**src/rtl/cec_pkg.sv**
```systemverilog
package cec_pkg;
    typedef enum logic [1:0] {T_IDLE, T_LOW, T_HIGH} tx_st_e;
    typedef enum logic [2:0] {R_IDLE, R_SLOW, R_SHIGH, R_BIT, R_ERR} rx_st_e;
endpackage

```
**src/rtl/cec_tick_sel.sv**
```systemverilog
module cec_tick_sel (
    input  logic [1:0] clk_sel,
    input  logic [2:0] tick_src,
    output logic       tick
);
    always_comb begin
        unique case (clk_sel)
            2'd0:    tick = tick_src[0];
            2'd1:    tick = tick_src[1];
            2'd2:    tick = tick_src[2];
            default: tick = 1'b0;
        endcase
    end
endmodule

```
**src/rtl/cec_line_sync.sv**
```systemverilog
module cec_line_sync #(
    parameter int IW = 16
) (
    input  logic          clk,
    input  logic          rst_n,
    input  logic          tick,
    input  logic          bus_in,
    output logic          bus_s,
    output logic          fall,
    output logic          rise,
    output logic [IW-1:0] idle_cnt
);
    logic s1, prev;

    always_ff @(posedge clk or negedge rst_n) begin
        if (!rst_n) begin
            s1       <= 1'b1;
            bus_s    <= 1'b1;
            prev     <= 1'b1;
            idle_cnt <= '0;
        end else begin
            s1    <= bus_in;
            bus_s <= s1;
            prev  <= bus_s;
            if (!bus_s)
                idle_cnt <= '0;
            else if (tick && idle_cnt != '1)
                idle_cnt <= idle_cnt + 1'b1;
        end
    end

    assign fall = prev & ~bus_s;
    assign rise = ~prev & bus_s;
endmodule

```
**src/rtl/cec_tx.sv**
```systemverilog
module cec_tx import cec_pkg::*; #(
    parameter int CW = 12
) (
    input  logic          clk,
    input  logic          rst_n,
    input  logic          tick,
    input  logic          bus_s,
    input  logic [CW-1:0] st_low,
    input  logic [CW-1:0] st_total,
    input  logic [CW-1:0] bit_low0,
    input  logic [CW-1:0] bit_low1,
    input  logic [CW-1:0] bit_total,
    input  logic [CW-1:0] sample_pt,
    input  logic          tx_start,
    input  logic [7:0]    tx_byte,
    input  logic          tx_eom,
    output logic          pull,
    output logic          busy,
    output logic          done,
    output logic          acked
);
    localparam int NBIT = 11;
    localparam int IXW  = $clog2(NBIT);
    localparam logic [IXW-1:0] LAST = IXW'(NBIT - 1);

    tx_st_e         st, st_n;
    logic [CW-1:0]  cnt, cnt_n, cnt_inc, lo_w, tot_w;
    logic [IXW-1:0] idx, idx_n;
    logic [9:0]     frame, frame_n;
    logic           acked_n, done_n;

    always_comb begin
        st_n    = st;
        cnt_n   = cnt;
        idx_n   = idx;
        frame_n = frame;
        acked_n = acked;
        done_n  = 1'b0;
        cnt_inc = cnt + 1'b1;
        lo_w    = (idx == '0) ? st_low : (frame[9] ? bit_low1 : bit_low0);
        tot_w   = (idx == '0) ? st_total : bit_total;
        if (st != T_IDLE && tick && idx == LAST && cnt == sample_pt)
            acked_n = ~bus_s;
        unique case (st)
            T_IDLE: if (tx_start && bus_s) begin
                st_n    = T_LOW;
                cnt_n   = '0;
                idx_n   = '0;
                frame_n = {tx_byte, tx_eom, 1'b1};
                acked_n = 1'b0;
            end
            T_LOW: if (tick) begin
                cnt_n = cnt_inc;
                if (cnt_inc == lo_w) st_n = T_HIGH;
            end
            T_HIGH: if (tick) begin
                cnt_n = cnt_inc;
                if (cnt_inc == tot_w) begin
                    cnt_n = '0;
                    if (idx == LAST) begin
                        st_n   = T_IDLE;
                        done_n = 1'b1;
                    end else begin
                        st_n  = T_LOW;
                        idx_n = idx + 1'b1;
                        if (idx != '0) frame_n = {frame[8:0], 1'b0};
                    end
                end
            end
            default: st_n = T_IDLE;
        endcase
    end

    always_ff @(posedge clk or negedge rst_n) begin
        if (!rst_n) begin
            st    <= T_IDLE;
            cnt   <= '0;
            idx   <= '0;
            frame <= '0;
            acked <= 1'b0;
            done  <= 1'b0;
        end else begin
            st    <= st_n;
            cnt   <= cnt_n;
            idx   <= idx_n;
            frame <= frame_n;
            acked <= acked_n;
            done  <= done_n;
        end
    end

    always_comb begin
        pull = (st == T_LOW);
        busy = (st != T_IDLE);
    end
endmodule

```
**src/rtl/cec_rx.sv**
```systemverilog
module cec_rx import cec_pkg::*; #(
    parameter int CW  = 12,
    parameter int TOL = 2
) (
    input  logic          clk,
    input  logic          rst_n,
    input  logic          tick,
    input  logic          bus_s,
    input  logic          fall,
    input  logic          rise,
    input  logic [CW-1:0] st_low,
    input  logic [CW-1:0] st_total,
    input  logic [CW-1:0] bit_low0,
    input  logic [CW-1:0] sample_pt,
    input  logic [CW-1:0] long_lim,
    input  logic [CW-1:0] err_low,
    input  logic          err_en,
    input  logic          ack_en,
    output logic          pull,
    output logic          valid,
    output logic [7:0]    rbyte,
    output logic          reom,
    output logic          lerr,
    output logic          restart
);
    localparam logic [CW:0] TOLV = (CW+1)'(TOL);

    rx_st_e        st, st_n;
    logic [CW-1:0] cnt, cnt_n;
    logic [CW:0]   cnt1;
    logic [3:0]    idx, idx_n;
    logic [7:0]    sh, sh_n, rbyte_n;
    logic          reom_n, valid_n, lerr_n, restart_n;

    always_comb begin
        st_n      = st;
        cnt_n     = cnt;
        idx_n     = idx;
        sh_n      = sh;
        rbyte_n   = rbyte;
        reom_n    = reom;
        valid_n   = 1'b0;
        lerr_n    = 1'b0;
        restart_n = 1'b0;
        cnt1      = {1'b0, cnt} + 1'b1;
        if (tick && cnt != '1) cnt_n = cnt + 1'b1;
        if (fall && st != R_ERR) cnt_n = '0;
        unique case (st)
            R_IDLE:  if (fall) st_n = R_SLOW;
            R_SLOW:  if (rise) st_n = (cnt1 + TOLV >= {1'b0, st_low}) ? R_SHIGH : R_IDLE;
            R_SHIGH: if (fall) begin
                if (cnt1 + TOLV >= {1'b0, st_total} && cnt1 <= {1'b0, st_total} + TOLV) begin
                    st_n  = R_BIT;
                    idx_n = '0;
                end else
                    st_n = R_SLOW;
            end
            R_BIT: begin
                if (rise && cnt1 + TOLV >= {1'b0, st_low}) begin
                    st_n      = R_SHIGH;
                    restart_n = 1'b1;
                end else if (fall)
                    idx_n = idx + 1'b1;
                else if (tick && bus_s && cnt >= long_lim) begin
                    lerr_n = 1'b1;
                    st_n   = err_en ? R_ERR : R_IDLE;
                    cnt_n  = '0;
                end else if (tick && idx == 4'd9 && cnt == bit_low0)
                    st_n = R_IDLE;
                else if (tick && cnt == sample_pt) begin
                    if (idx < 4'd8)
                        sh_n = {sh[6:0], bus_s};
                    else if (idx == 4'd8) begin
                        valid_n = 1'b1;
                        rbyte_n = sh;
                        reom_n  = bus_s;
                    end
                end
            end
            R_ERR: if (tick && cnt1 >= {1'b0, err_low}) st_n = R_IDLE;
            default: st_n = R_IDLE;
        endcase
    end

    always_ff @(posedge clk or negedge rst_n) begin
        if (!rst_n) begin
            st      <= R_IDLE;
            cnt     <= '0;
            idx     <= '0;
            sh      <= '0;
            rbyte   <= '0;
            reom    <= 1'b0;
            valid   <= 1'b0;
            lerr    <= 1'b0;
            restart <= 1'b0;
        end else begin
            st      <= st_n;
            cnt     <= cnt_n;
            idx     <= idx_n;
            sh      <= sh_n;
            rbyte   <= rbyte_n;
            reom    <= reom_n;
            valid   <= valid_n;
            lerr    <= lerr_n;
            restart <= restart_n;
        end
    end

    always_comb begin
        pull = (st == R_ERR) || (ack_en && st == R_BIT && idx == 4'd9);
    end
endmodule

```
**src/rtl/cec_link.sv**
```systemverilog
module cec_link #(
    parameter int CW  = 12,
    parameter int IW  = 16,
    parameter int TOL = 2
) (
    input  logic          clk,
    input  logic          rst_n,
    input  logic [1:0]    clk_sel,
    input  logic [2:0]    tick_src,
    input  logic          bus_in,
    output logic          bus_pull,
    input  logic [CW-1:0] st_low,
    input  logic [CW-1:0] st_total,
    input  logic [CW-1:0] bit_low0,
    input  logic [CW-1:0] bit_low1,
    input  logic [CW-1:0] bit_total,
    input  logic [CW-1:0] sample_pt,
    input  logic [CW-1:0] long_lim,
    input  logic [CW-1:0] err_low,
    input  logic          err_en,
    input  logic          ack_en,
    input  logic          tx_start,
    input  logic [7:0]    tx_byte,
    input  logic          tx_eom,
    output logic          tx_busy,
    output logic          tx_done,
    output logic          tx_acked,
    output logic          rx_valid,
    output logic [7:0]    rx_byte,
    output logic          rx_eom,
    output logic          rx_long_err,
    output logic          rx_restart,
    output logic [IW-1:0] idle_cnt
);
    logic tick, bus_s, fall, rise, tx_pull, rx_pull;

    cec_tick_sel u_tick (.clk_sel(clk_sel), .tick_src(tick_src), .tick(tick));

    cec_line_sync #(.IW(IW)) u_sync (
        .clk(clk), .rst_n(rst_n), .tick(tick), .bus_in(bus_in),
        .bus_s(bus_s), .fall(fall), .rise(rise), .idle_cnt(idle_cnt)
    );

    cec_tx #(.CW(CW)) u_tx (
        .clk(clk), .rst_n(rst_n), .tick(tick), .bus_s(bus_s),
        .st_low(st_low), .st_total(st_total), .bit_low0(bit_low0),
        .bit_low1(bit_low1), .bit_total(bit_total), .sample_pt(sample_pt),
        .tx_start(tx_start), .tx_byte(tx_byte), .tx_eom(tx_eom),
        .pull(tx_pull), .busy(tx_busy), .done(tx_done), .acked(tx_acked)
    );

    cec_rx #(.CW(CW), .TOL(TOL)) u_rx (
        .clk(clk), .rst_n(rst_n), .tick(tick), .bus_s(bus_s),
        .fall(fall), .rise(rise), .st_low(st_low), .st_total(st_total),
        .bit_low0(bit_low0), .sample_pt(sample_pt), .long_lim(long_lim),
        .err_low(err_low), .err_en(err_en), .ack_en(ack_en),
        .pull(rx_pull), .valid(rx_valid), .rbyte(rx_byte), .reom(rx_eom),
        .lerr(rx_long_err), .restart(rx_restart)
    );

    assign bus_pull = tx_pull | rx_pull;
endmodule

```
**config.mk**
```make
export PLATFORM = sky130hd
export DESIGN_NAME = cec_link
export DESIGN_NICKNAME = d
export VERILOG_FILES = /design/src/rtl/cec_pkg.sv /design/src/rtl/cec_tick_sel.sv /design/src/rtl/cec_line_sync.sv /design/src/rtl/cec_tx.sv /design/src/rtl/cec_rx.sv /design/src/rtl/cec_link.sv
export SDC_FILE = /design/constraint.sdc
export NUM_CORES = 1
export LEC_CHECK = 0
export BUFFER_PORTS_ARGS = -buffer_cell sky130_fd_sc_hd__buf_2
export CAP_MARGIN = 20
export CORE_AREA = 8 8 130 132
export DETAILED_ROUTE_END_ITERATION = 7
export DIE_AREA = 0 0 138 140
export GPL_TIMING_DRIVEN = 0
export PLACE_DENSITY = 0.76
export SLEW_MARGIN = 20
export SYNTH_ARGS = -nofsm -noshare
export SYNTH_HDL_FRONTEND = slang
export SYNTH_SLANG_ARGS = --single-unit
```
**constraint.sdc**
```tcl
create_clock -name clk -period 11.35 [get_ports clk]
set_input_delay 0.5675 -clock clk [delete_from_list [all_inputs] [get_ports clk]]
set_output_delay 0.5675 -clock clk [all_outputs]
set_load 0.005 [all_outputs]
```
==> summary.md, run 1 <==
| Metric | Value |
|---|---|
| Sink Count | `just under 90` |
| F_max | `approximately 0.18 GHz` |
| Min Tclk post-route | `approximately 5.5 ns` |
| Die Wd | `around 140 um` |
| Root buf cell | `clkbuf_16` |
| Crit path max-delay family | `simple AND/OR/NAND/NOR gates` |
| Setup TNS | `0 ns` |
| CP Class | `register to register` |
| Critical Path End Type | `register` |
| Setup Buffers After CTS | `0` |
| Post-DP HPWL | `18,100 um` |
| Syn Area/Cell | `approximately 8.9 um2` |
| H-Tree Depth | `3` |
| Dpl cell area | `roughly 9000 um2` |
| Drt first pass iters | `7` |
| RSZ-0062 raised after global routing | `no` |
| Worst-Skew Late Latency | `around 0.35 ns` |
| Clock skew | `0.01042 ns` |
| Max VDD drop | `0.0001421 V` |
| Crit share post-route | `between 40% and 50%` |
| ANT cells | `0` |
| Yosys warns | `0` |
| Slowest cell on crit path | `nor4_2` |
| Share of cells above drive strength 1 | `between 20% and 30%` |
| Leading cell type in the layout, fill and taps excluded | `buf_2` |
| First-pass GRT wire length | `between 30,000 and 40,000 um` |
| Worst-margin pin slew | `1.043 ns` |
| WP data required | `between 10 and 15 ns` |
| Hold Fails Final Rpt | `0` |
| DRC viols | `0` |
| Post-layout instance area | `between 9000 and 10,000 um2` |
| Cts repair resizes | `0` |
| Slew Limit Fails | `0` |
| Pin count of the biggest net entering global routing | `58` |
| Hold WC Path Type | `input pin to asynchronous set/reset pin` |
| GR Overflow Total | `0` |
| Initial antenna violation count | `0` |
| CTS tree | `built` |
| Initial Util | `between 50 and 60%` |
| WP buf/inv | `1` |
| Synthesized net count | `around 1,100` |
| Crit-path max cell delay | `0.96 ns` |
| Number of global-route vias before repair | `about 7,200` |
| PortBufs | `147` |
| Total GRT Usage | `22.44%` |
| Final Net Count | `roughly 1,200` |
| Die height | `roughly 140 um` |
| Detailed Route Iter0 Violations | `between 400 and 500` |
| Crit path top cell by count | `xnor2_1` |
| Critical Path AT | `about 5.8 ns` |
| Final Core Density | `between 60 and 70%` |
| Final wirelength | `around 22,000 um` |
| Cts hold-fix bufs | `0` |
| # rows | `between 40 and 50` |
| Core area | `between 10,000 and 15,000 um2` |
| Max-cap violations | `0` |
| Leak | `between 4 and 5 nW` |
| Cell area after synthesis | `7966 um2` |
| Synth Flop Type | `dfrtp_1` |
| Outcome | `finished, final reports clean` |
| Cell Pwr Density | `between 150 and 200 nW/um2` |
| RePlAce Congestion | `0.9772` |
| Slew HR | `29.89%` |
| Asr flop ratio synth | `100.0%` |
| Die area | `around 19,000 um2` |
| Top-level I/O count | `148` |
| Setup Viol. Count Final | `0` |
| Clk slew on worst S/H paths | `0.07 ns` |
| CTS Buf Count | `9` |
| Fill count | `1,350` |
| Cells after Synth | `about 890` |
| Crit Path Max Fanout | `9` |
| Startpoint types | `register` |
| Area delta synth->final | `15.99%` |
| Crit-path cells | `clkbuf_1 > nand4_1 > nor2_1 > xnor2_1 > nor4b_1 > nand3_1 > xnor2_1 > ha_1 > a211oi_1 > o2111ai_1 > o221ai_1 > a31oi_2 > nor4_2 > mux2_2` |
| Via count | `between 7,000 and 8,000` |
| Post-synth EDFFs | `0` |
| Netlist cell types | `70` |
| Wire length per cell | `about 18 um` |
| Post-detailed-route count of antenna-violating nets | `0` |
| Register area share after synthesis | `roughly 28%` |
| Maximum root-to-sink buffer count | `2` |
| Most frequent cells in the layout | `buf_2 (158), dfrtp_1 (85), ha_1 (76)` |
| Vias per cell | `5.689` |
| #FFs+latches synth | `between 80 and 90` |
-- cell type report --
| type | instances | area (um2) | share of cell area (%) |
|---|---|---|---|
| multi-input combinational | 701 | 5333 | 57.71 |
| sequential | 88 | 2206 | 23.87 |
| timing repair buffer | 148 | 758.2 | 8.206 |
| inverter | 65 | 244.0 | 2.640 |
| tap | 188 | 235.2 | 2.546 |
| clock buffer | 10 | 229.0 | 2.478 |
| buffer | 39 | 183.9 | 1.991 |
| clock inverter | 6 | 51.30 | 0.5552 |
-- logic make-up (layout without fill, tap and decap cells) --
kind of cell	Yosys count	in the layout	share of synthesized area, %
and+or+nand+nor	283	283	18.91
buffers and inverters	104	268	5.371
xor gates and xnor gates	111	111	12.55
DFF	88	88	27.69
AOI/OAI and AO/OA	157	157	13.40
adders and majority gates	76	76	11.94
muxes	74	74	10.15
-- path summary, 6_finish.rpt --
check,slack [ns],depth (start not counted),from,endpoint
max,5.81,14,u_rx.cnt[0],u_rx.rbyte[2]
min,0.27,1,rst_n,u_sync.idle_cnt[6]
max reg2reg,5.81,14,u_rx.cnt[0],u_rx.rbyte[2]
min reg2reg,0.36,0,u_sync.s1,u_sync.bus_s
max in group asynchronous,10.38,2,rst_n,u_sync.s1
min in group clk,0.32,1,bus_in,u_sync.s1
-- cell usage after synthesis, types with 6 or more instances --
| cell type | count | area share, % |
|---|---|---|
| nand3b_1 | 6 | 0.57 |
| clkbuf_1 | 20 | 0.94 |
| mux2i_1 | 29 | 3.6 |
| buf_4 | 6 | 0.57 |
| a31oi_1 | 12 | 0.94 |
| nand3_1 | 40 | 2.5 |
| xor2_1 | 35 | 3.8 |
| nor2b_1 | 10 | 0.79 |
| xnor2_1 | 74 | 8.1 |
| dfrtp_1 | 85 | 27 |
| and2_1 | 16 | 1.3 |
| nand2_1 | 62 | 2.9 |
| inv_1 | 65 | 3.1 |
| buf_2 | 12 | 0.75 |
| a21o_1 | 18 | 1.7 |
| ha_1 | 76 | 12 |
| and3_1 | 12 | 0.94 |
| nor4_1 | 9 | 0.71 |
| o21a_1 | 10 | 0.94 |
| o21ai_0 | 23 | 1.4 |
| nor3_1 | 15 | 0.94 |
| a22oi_1 | 6 | 0.57 |
| a211oi_1 | 8 | 0.75 |
| nor2_1 | 48 | 2.3 |
| a21oi_1 | 41 | 2.6 |
| mux2_2 | 43 | 6.1 |
| nand4_1 | 16 | 1.3 |
| nand2b_1 | 18 | 1.4 |
-- per-stage QoR --
| step | power [W] | std cells | worst slack (ns) | hold slack (ns) |
|---|---|---|---|---|
| after floorplan | 0.0009791 | 893 | 7.050 | 0.2719 |
| after global placement | 0.001159 | 1228 | 6.019 | 0.3481 |
| after detailed placement | 0.001178 | 1229 | 5.932 | 0.3537 |
| after CTS | 0.001468 | 1245 | 5.859 | 0.2972 |
| after global routing | 0.001567 | 1245 | 5.512 | 0.3089 |
| final | 0.001469 | 1245 | 5.806 | 0.2731 |
-- where the power goes --
part,internal [W],switching (W),leakage (nW)
logic,0.000343,0.000439,3.38
clock network,0.000152,0.000136,0.134
registers,0.000360,0.0000394,1.17
total,0.000855,0.000614,4.68
-- registers in the layout, summed over array words and instances, names as in the netlist --
signal and count:
u_tx.done 1, u_rx.sh 8, u_rx.cnt 12, u_tx.acked 1
u_rx.idx 4, u_tx.frame 10, u_rx.rbyte 8, u_rx.restart 1
u_sync.idle_cnt 16, u_sync.bus_s 1, u_tx.idx 4, u_rx.st 3
u_tx.cnt 12, u_rx.valid 1, u_tx.st 2, u_sync.prev 1
u_rx.reom 1, u_rx.lerr 1, u_sync.s1 1
-- per-layer routing --
metal	track usage (%)	wire length [um]	up-vias
met5	0	0	-
met4	9.153	656	0
met3	3.820	1428	38
met2	37.56	10420	216
met1	28.10	9459	3358
li1	-	-	3471
-- worst register-to-register path, cell delays in order (launching register included) --
cell and delay, ns:
dfrtp_1 0.45, clkbuf_1 0.43, nand4_1 0.23, nor2_1 0.23
xnor2_1 0.17, nor4b_1 0.64, nand3_1 0.20, xnor2_1 0.30
ha_1 0.30, a211oi_1 0.33, o2111ai_1 0.21, o221ai_1 0.32
a31oi_2 0.25, nor4_2 0.96, mux2_2 0.43
No activity file was read; power rests on OpenSTA's default activity.
==> run 2: changes to the inputs <==
Clock period 11.35 ns to 5.29 ns, I/O delays scaled along.
==> summary.md, run 2 (synthesis results as in run 1) <==
| Metric | Value |
|---|---|
| Most frequent cells in the layout | `buf_2 (158), dfrtp_1 (85), ha_1 (76) (unchanged)` |
| PortBufs | `147 (unchanged)` |
| Crit Path Max Fanout | `10 (was 9)` |
| Outcome | `finished, final reports clean (unchanged)` |
| Crit share post-route | `93.78% (was 48.85%)` |
| Clk slew on worst S/H paths | `0.07 ns (about the same)` |
| Top-level I/O count | `148 (unchanged)` |
| Leading cell type in the layout, fill and taps excluded | `buf_2 (unchanged)` |
| Slew Limit Fails | `0 (unchanged)` |
| Pin count of the biggest net entering global routing | `58 (unchanged)` |
| Max reg flops | `16 (unchanged)` |
| Min Tclk post-route | `4.961 ns (was 5.544 ns)` |
| Share of cells above drive strength 1 | `22.68% (was 22.61%)` |
| Register Area | `2206 um2 (unchanged)` |
| Die Wd | `138 um (unchanged)` |
| Setup Buffers After CTS | `0 (unchanged)` |
| Multi-input logic area | `5348 um2 (was 5333 um2)` |
| Critical Path AT | `5.19 ns (was 5.77 ns)` |
| Worst-margin pin slew | `0.9497 ns (was 1.043 ns)` |
| Die height | `140 um (unchanged)` |
| Worst-Skew Late Latency | `0.35 ns (about the same)` |
| Final wirelength | `22,060 um (was 21,960 um)` |
| First-pass GRT wire length | `35,760 um (unchanged)` |
| Leak | `4.688 nW (was 4.683 nW)` |
| Largest reg by FF count | `u_sync.idle_cnt (unchanged)` |
| Setup Viol. Count Final | `0 (unchanged)` |
| Vias per cell | `5.681 (was 5.689)` |
| Reg-to-reg slack, setup | `0.33 ns (was 5.81 ns)` |
| RSZ-0062 raised after global routing | `no (unchanged)` |
| Hold WC Path Type | `input pin to register (was input pin to asynchronous set/reset pin)` |
| Hold Fails Final Rpt | `0 (unchanged)` |
| Wire length per cell | `17.70 um (was 17.64 um)` |
| RePlAce Congestion | `0.9772 (unchanged)` |
| Slew HR | `36.39% (was 29.89%)` |
| DRC viols | `0 (unchanged)` |
| Sink Count | `88 (unchanged)` |
| Number of global-route vias before repair | `7,168 (was 7,161)` |
| Max VDD drop | `0.0003026 V (was 0.0001421 V)` |
| Startpoint types | `register (unchanged)` |
| ANT cells | `0 (unchanged)` |
| # rows | `45 (unchanged)` |
| Initial Util | `53.59% (unchanged)` |
| H-Tree Depth | `3 (unchanged)` |
| Cell Pwr Density | `340.2 nW/um2 (was 159.0 nW/um2)` |
| Non-filler instance count after layout | `1,246 (was 1,245)` |
| Detailed Route Iter0 Violations | `428 (was 453)` |
| Root buf cell | `clkbuf_16 (unchanged)` |
| Via count | `7,078 (was 7,083)` |
| Initial antenna violation count | `0 (unchanged)` |
| Maximum root-to-sink buffer count | `2 (unchanged)` |
| GR Overflow Total | `0 (unchanged)` |
| CTS tree | `built (unchanged)` |
| CTS Buf Count | `9 (unchanged)` |
| Area delta synth->final | `16.30% (was 15.99%)` |
| PnR Total Power | `0.003152 W (was 0.001469 W)` |
| Critical Path End Type | `register (unchanged)` |
| Post-layout instance area | `9265 um2 (was 9240 um2)` |
| Fill count | `1,348 (was 1,350)` |
| Placed cells | `1,229 (unchanged)` |
| Core area | `14,860 um2 (unchanged)` |
| Die area | `19,320 um2 (unchanged)` |
| Total GRT Usage | `22.44% (about the same)` |
| Dpl cell area | `8960 um2 (unchanged)` |
| WP data required | `5.52 ns (was 11.58 ns)` |
| Post-DP HPWL | `18,100 um (unchanged)` |
| Max-cap violations | `0 (unchanged)` |
| Largest registers | `u_sync.idle_cnt x16, u_rx.cnt x12, u_tx.cnt x12 (unchanged)` |
| Post-detailed-route count of antenna-violating nets | `0 (unchanged)` |
| Clock skew | `0.01021 ns (was 0.01042 ns)` |
| Setup TNS | `0 ns (unchanged)` |
| CP Class | `register to register (unchanged)` |
| Final Net Count | `1,245 (was 1,244)` |
| F_max | `0.2016 GHz (was 0.1804 GHz)` |
| Drt first pass iters | `5 (was 7)` |
run 2: changes by cell type in the layout (fill, tap and decap cells not counted), sizes merged:
cell,change
dlygate4sd3,+1
run 2: worst paths after layout:
| kind | startpoint | to | cells after the start |
|---|---|---|---|
| max reg2reg | u_rx.cnt[0] | u_rx.cnt[0] | 15 |
| min in group asynchronous | rst_n | u_sync.idle_cnt[7] | 2 |
| min | bus_in | u_sync.s1 | 1 |
| max in group asynchronous | rst_n | u_sync.s1 | 3 |
| min reg2reg | u_sync.s1 | u_sync.bus_s | 0 |
| max | u_rx.cnt[0] | u_rx.cnt[0] | 15 |
run 2: stage by stage:
stage,util (%),setup WS (ns),hold WS (ns)
finish,62.33,0.3289,0.01119
global route,62.33,0.05780,0.005902
CTS,62.29,0.07015,0.006813
detailed placement,60.28,-0.1285,0.3537
global placement,60.13,-0.04131,0.3481
floorplan,-,0.9905,-0.03109
run 2: repair_timing:
item | in CTS | in global routing
endpoints found under the setup margin | 9 | 27
hold buffers | 1 | 0
hold endpoints to repair | 10 | 0
resized for setup | 1 | 1
pin swaps | 0 | 1
run 2: layer usage:
layer / vias up / track usage (%) / wire (um) / share of wire (%)
li1: 3471 / - / - / -
met1: 3356 / 28.10 / 9555 / 43
met2: 212 / 37.58 / 10510 / 48
met3: 39 / 3.820 / 1347 / 6.1
met4: 0 / 9.153 / 650 / 2.9
met5: - / 0 / 0 / 0
run 2: report_power, final:
part	internal (W)	switching, W
logic	0.000736	0.000940
registers	0.000773	0.0000852
clock network	0.000326	0.000292
run 2: worst max-delay path, stage by stage (launching register included):
cell       delay, ns
dfrtp_1         0.45
clkbuf_1        0.43
nand4_1         0.23
nor2_1          0.24
xnor2_1         0.19
nor4b_2         0.43
nand3_1         0.16
xnor2_1         0.30
ha_1            0.30
a211oi_1        0.33
o2111ai_1       0.20
o221ai_1        0.32
a31oi_2         0.27
o32ai_1         0.61
buf_2           0.32
nor2_1          0.08
run 2: area by class of cell:
type                    instances  share of cell area, %
repair buffers                149                  8.292
flip-flops and latches         88                  23.81
inverters                      65                  2.633
clock buffers                  10                  2.471
multi-input cells             701                  57.72
well taps                     188                  2.539
plain buffers                  39                  1.985
clock inverters                 6                 0.5537
==> run 3: changes to the inputs <==
==> constraint.sdc (replaced) <==
create_clock -name clk -period 5.29 [get_ports clk]
set_input_delay 0.529 -clock clk [delete_from_list [all_inputs] [get_ports clk]]
set_output_delay 0.529 -clock clk [all_outputs]
set_load 0.005 [all_outputs]
==> summary.md, run 3 (synthesis results as in run 1) <==
| Metric | Value |
|---|---|
| Slowest cell on crit path | `o32ai_1 (unchanged)` |
| Crit-path max cell delay | `0.61 ns (about the same)` |
| Clock skew | `0.01066 ns (was 0.01021 ns)` |
| # rows | `45 (unchanged)` |
| Non-filler instance count after layout | `1,245 (was 1,246)` |
| Wire length per cell | `17.71 um (was 17.70 um)` |
| Crit-path cells | `clkbuf_1 > nand4_1 > nor2_1 > xnor2_1 > nor4b_2 > nand3_1 > xnor2_1 > ha_1 > a211oi_1 > o2111ai_1 > o221ai_1 > a31oi_2 > o32ai_1 > buf_2 > nor2_1 (unchanged)` |
| Detailed Route Iter0 Violations | `452 (was 428)` |
| Leading cell type in the layout, fill and taps excluded | `buf_2 (unchanged)` |
| Clk slew on worst S/H paths | `0.07 ns (about the same)` |
| Total GRT Usage | `22.44% (about the same)` |
| F_max | `0.2018 GHz (was 0.2016 GHz)` |
| CP Class | `register to register (unchanged)` |
| Leak | `4.683 nW (was 4.688 nW)` |
| Via count | `7,073 (was 7,078)` |
| Cell Pwr Density | `340.6 nW/um2 (was 340.2 nW/um2)` |
| CTS Buf Count | `9 (unchanged)` |
| H-Tree Depth | `3 (unchanged)` |
| Worst-Skew Late Latency | `0.35 ns (about the same)` |
| Core area | `14,860 um2 (unchanged)` |
| Largest reg by FF count | `u_sync.idle_cnt (unchanged)` |
| PortBufs | `147 (unchanged)` |
| WP buf/inv | `2 (unchanged)` |
| Initial Util | `53.59% (unchanged)` |
| Reg-to-reg slack, setup | `0.34 ns (was 0.33 ns)` |
| DRC viols | `0 (unchanged)` |
| Crit Path Max Fanout | `10 (unchanged)` |
| Crit path max-delay family | `compound AO/OA/AOI/OAI gates (unchanged)` |
| Die Wd | `138 um (unchanged)` |
| Critical Path End Type | `register (unchanged)` |
| RePlAce Congestion | `0.9772 (unchanged)` |
| Pin count of the biggest net entering global routing | `58 (unchanged)` |
| Setup Viol. Count Final | `0 (unchanged)` |
| Post-DP HPWL | `18,100 um (unchanged)` |
| Final wirelength | `22,050 um (was 22,060 um)` |
| Outcome | `finished, final reports clean (unchanged)` |
| Slew Limit Fails | `0 (unchanged)` |
| Drt first pass iters | `5 (unchanged)` |
| GR Overflow Total | `0 (unchanged)` |
| Crit path depth | `15 (unchanged)` |
| Die height | `140 um (unchanged)` |
| PnR Total Power | `0.003152 W (about the same)` |
| Worst-margin pin slew | `0.9783 ns (was 0.9497 ns)` |
| Setup TNS | `0 ns (unchanged)` |
| Max VDD drop | `0.0003055 V (was 0.0003026 V)` |
| Max-cap violations | `0 (unchanged)` |
| Crit share post-route | `93.66% (was 93.78%)` |
| Setup Buffers After CTS | `0 (unchanged)` |
| Final Net Count | `1,244 (was 1,245)` |
| Hold Fails Final Rpt | `0 (unchanged)` |
| Max reg flops | `16 (unchanged)` |
| CTS tree | `built (unchanged)` |
| Initial antenna violation count | `0 (unchanged)` |
| Maximum root-to-sink buffer count | `2 (unchanged)` |
| Critical Path AT | `5.18 ns (was 5.19 ns)` |
| Share of cells above drive strength 1 | `22.71% (was 22.68%)` |
| Post-detailed-route count of antenna-violating nets | `0 (unchanged)` |
| Dpl ws | `-0.1285 ns (unchanged)` |
| Cts hold-fix bufs | `0 (was 1)` |
| Die area | `19,320 um2 (unchanged)` |
| Reg2Reg Depth | `15 (unchanged)` |
| Most frequent cells in the layout | `buf_2 (158), dfrtp_1 (85), ha_1 (76) (unchanged)` |
| Area delta synth->final | `16.18% (was 16.30%)` |
| Startpoint types | `register (unchanged)` |
| Final worst slack | `0.3351 ns (was 0.3289 ns)` |
| Vias per cell | `5.681 (about the same)` |
| WP data required | `5.52 ns (about the same)` |
| Hold WC Path Type | `input pin to asynchronous set/reset pin (was input pin to register)` |
| First-pass GRT wire length | `35,760 um (unchanged)` |
| Root buf cell | `clkbuf_16 (unchanged)` |
| Placed cells | `1,229 (unchanged)` |
| Slew HR | `34.47% (was 36.39%)` |
| Largest registers | `u_sync.idle_cnt x16, u_rx.cnt x12, u_tx.cnt x12 (unchanged)` |
| RSZ-0062 raised after global routing | `no (unchanged)` |
| Fill count | `1,349 (was 1,348)` |
| ANT cells | `0 (unchanged)` |
| Number of global-route vias before repair | `7,161 (was 7,168)` |
| Min Tclk post-route | `4.955 ns (was 4.961 ns)` |
| Top-level I/O count | `148 (unchanged)` |
| Sink Count | `88 (unchanged)` |
-- run 3: layout make-up --
class                      count  area, um2  area share [%]
buffer                        39      183.9           1.987
sequential                    88       2206           23.83
timing repair buffer         148      758.2           8.193
clock buffer                  10      229.0           2.474
inverter                      65      244.0           2.636
tap                          188      235.2           2.542
multi-input combinational    701       5348           57.78
clock inverter                 6      51.30          0.5543
-- run 3: timing repair --
item,4_1_cts,5_1_grt
gates resized for setup,1,1
setup endpoints to repair,9,27
pin swaps,0,1
-- run 3: power by group --
group | total [W] | switching [W] | internal [W]
Clock | 0.000617 | 0.000292 | 0.000326
Sequential | 0.000858 | 0.0000855 | 0.000773
Combinational | 0.00168 | 0.000941 | 0.000736
-- run 3: worst paths after layout --
kind	startpoint	end
worst max-delay path	u_rx.cnt[0]	u_rx.cnt[0]
worst min-delay path	rst_n	u_sync.idle_cnt[6]
worst max register to register	u_rx.cnt[0]	u_rx.cnt[0]
worst min register to register	u_sync.s1	u_sync.bus_s
max in group asynchronous	rst_n	u_sync.s1
min in group clk	bus_in	u_sync.s1
-- run 3: per-stage QoR --
step	utilization, %	area, um2	hold WS (ns)
global placement	60.13	8937	0.3481
floorplan	-	7966	0.2334
global route	62.26	9255	0.2704
finish	62.26	9255	0.2364
CTS	62.22	9249	0.2587
detailed placement	60.28	8960	0.3537
-- run 3: metal layers --
layer | vias to the layer above | track usage [%] | part of all wire [%]
met5 | - | 0 | 0
met4 | 0 | 9.153 | 2.9
met3 | 36 | 3.820 | 5.8
met2 | 200 | 37.56 | 48
met1 | 3364 | 28.10 | 44
li1 | 3473 | - | -
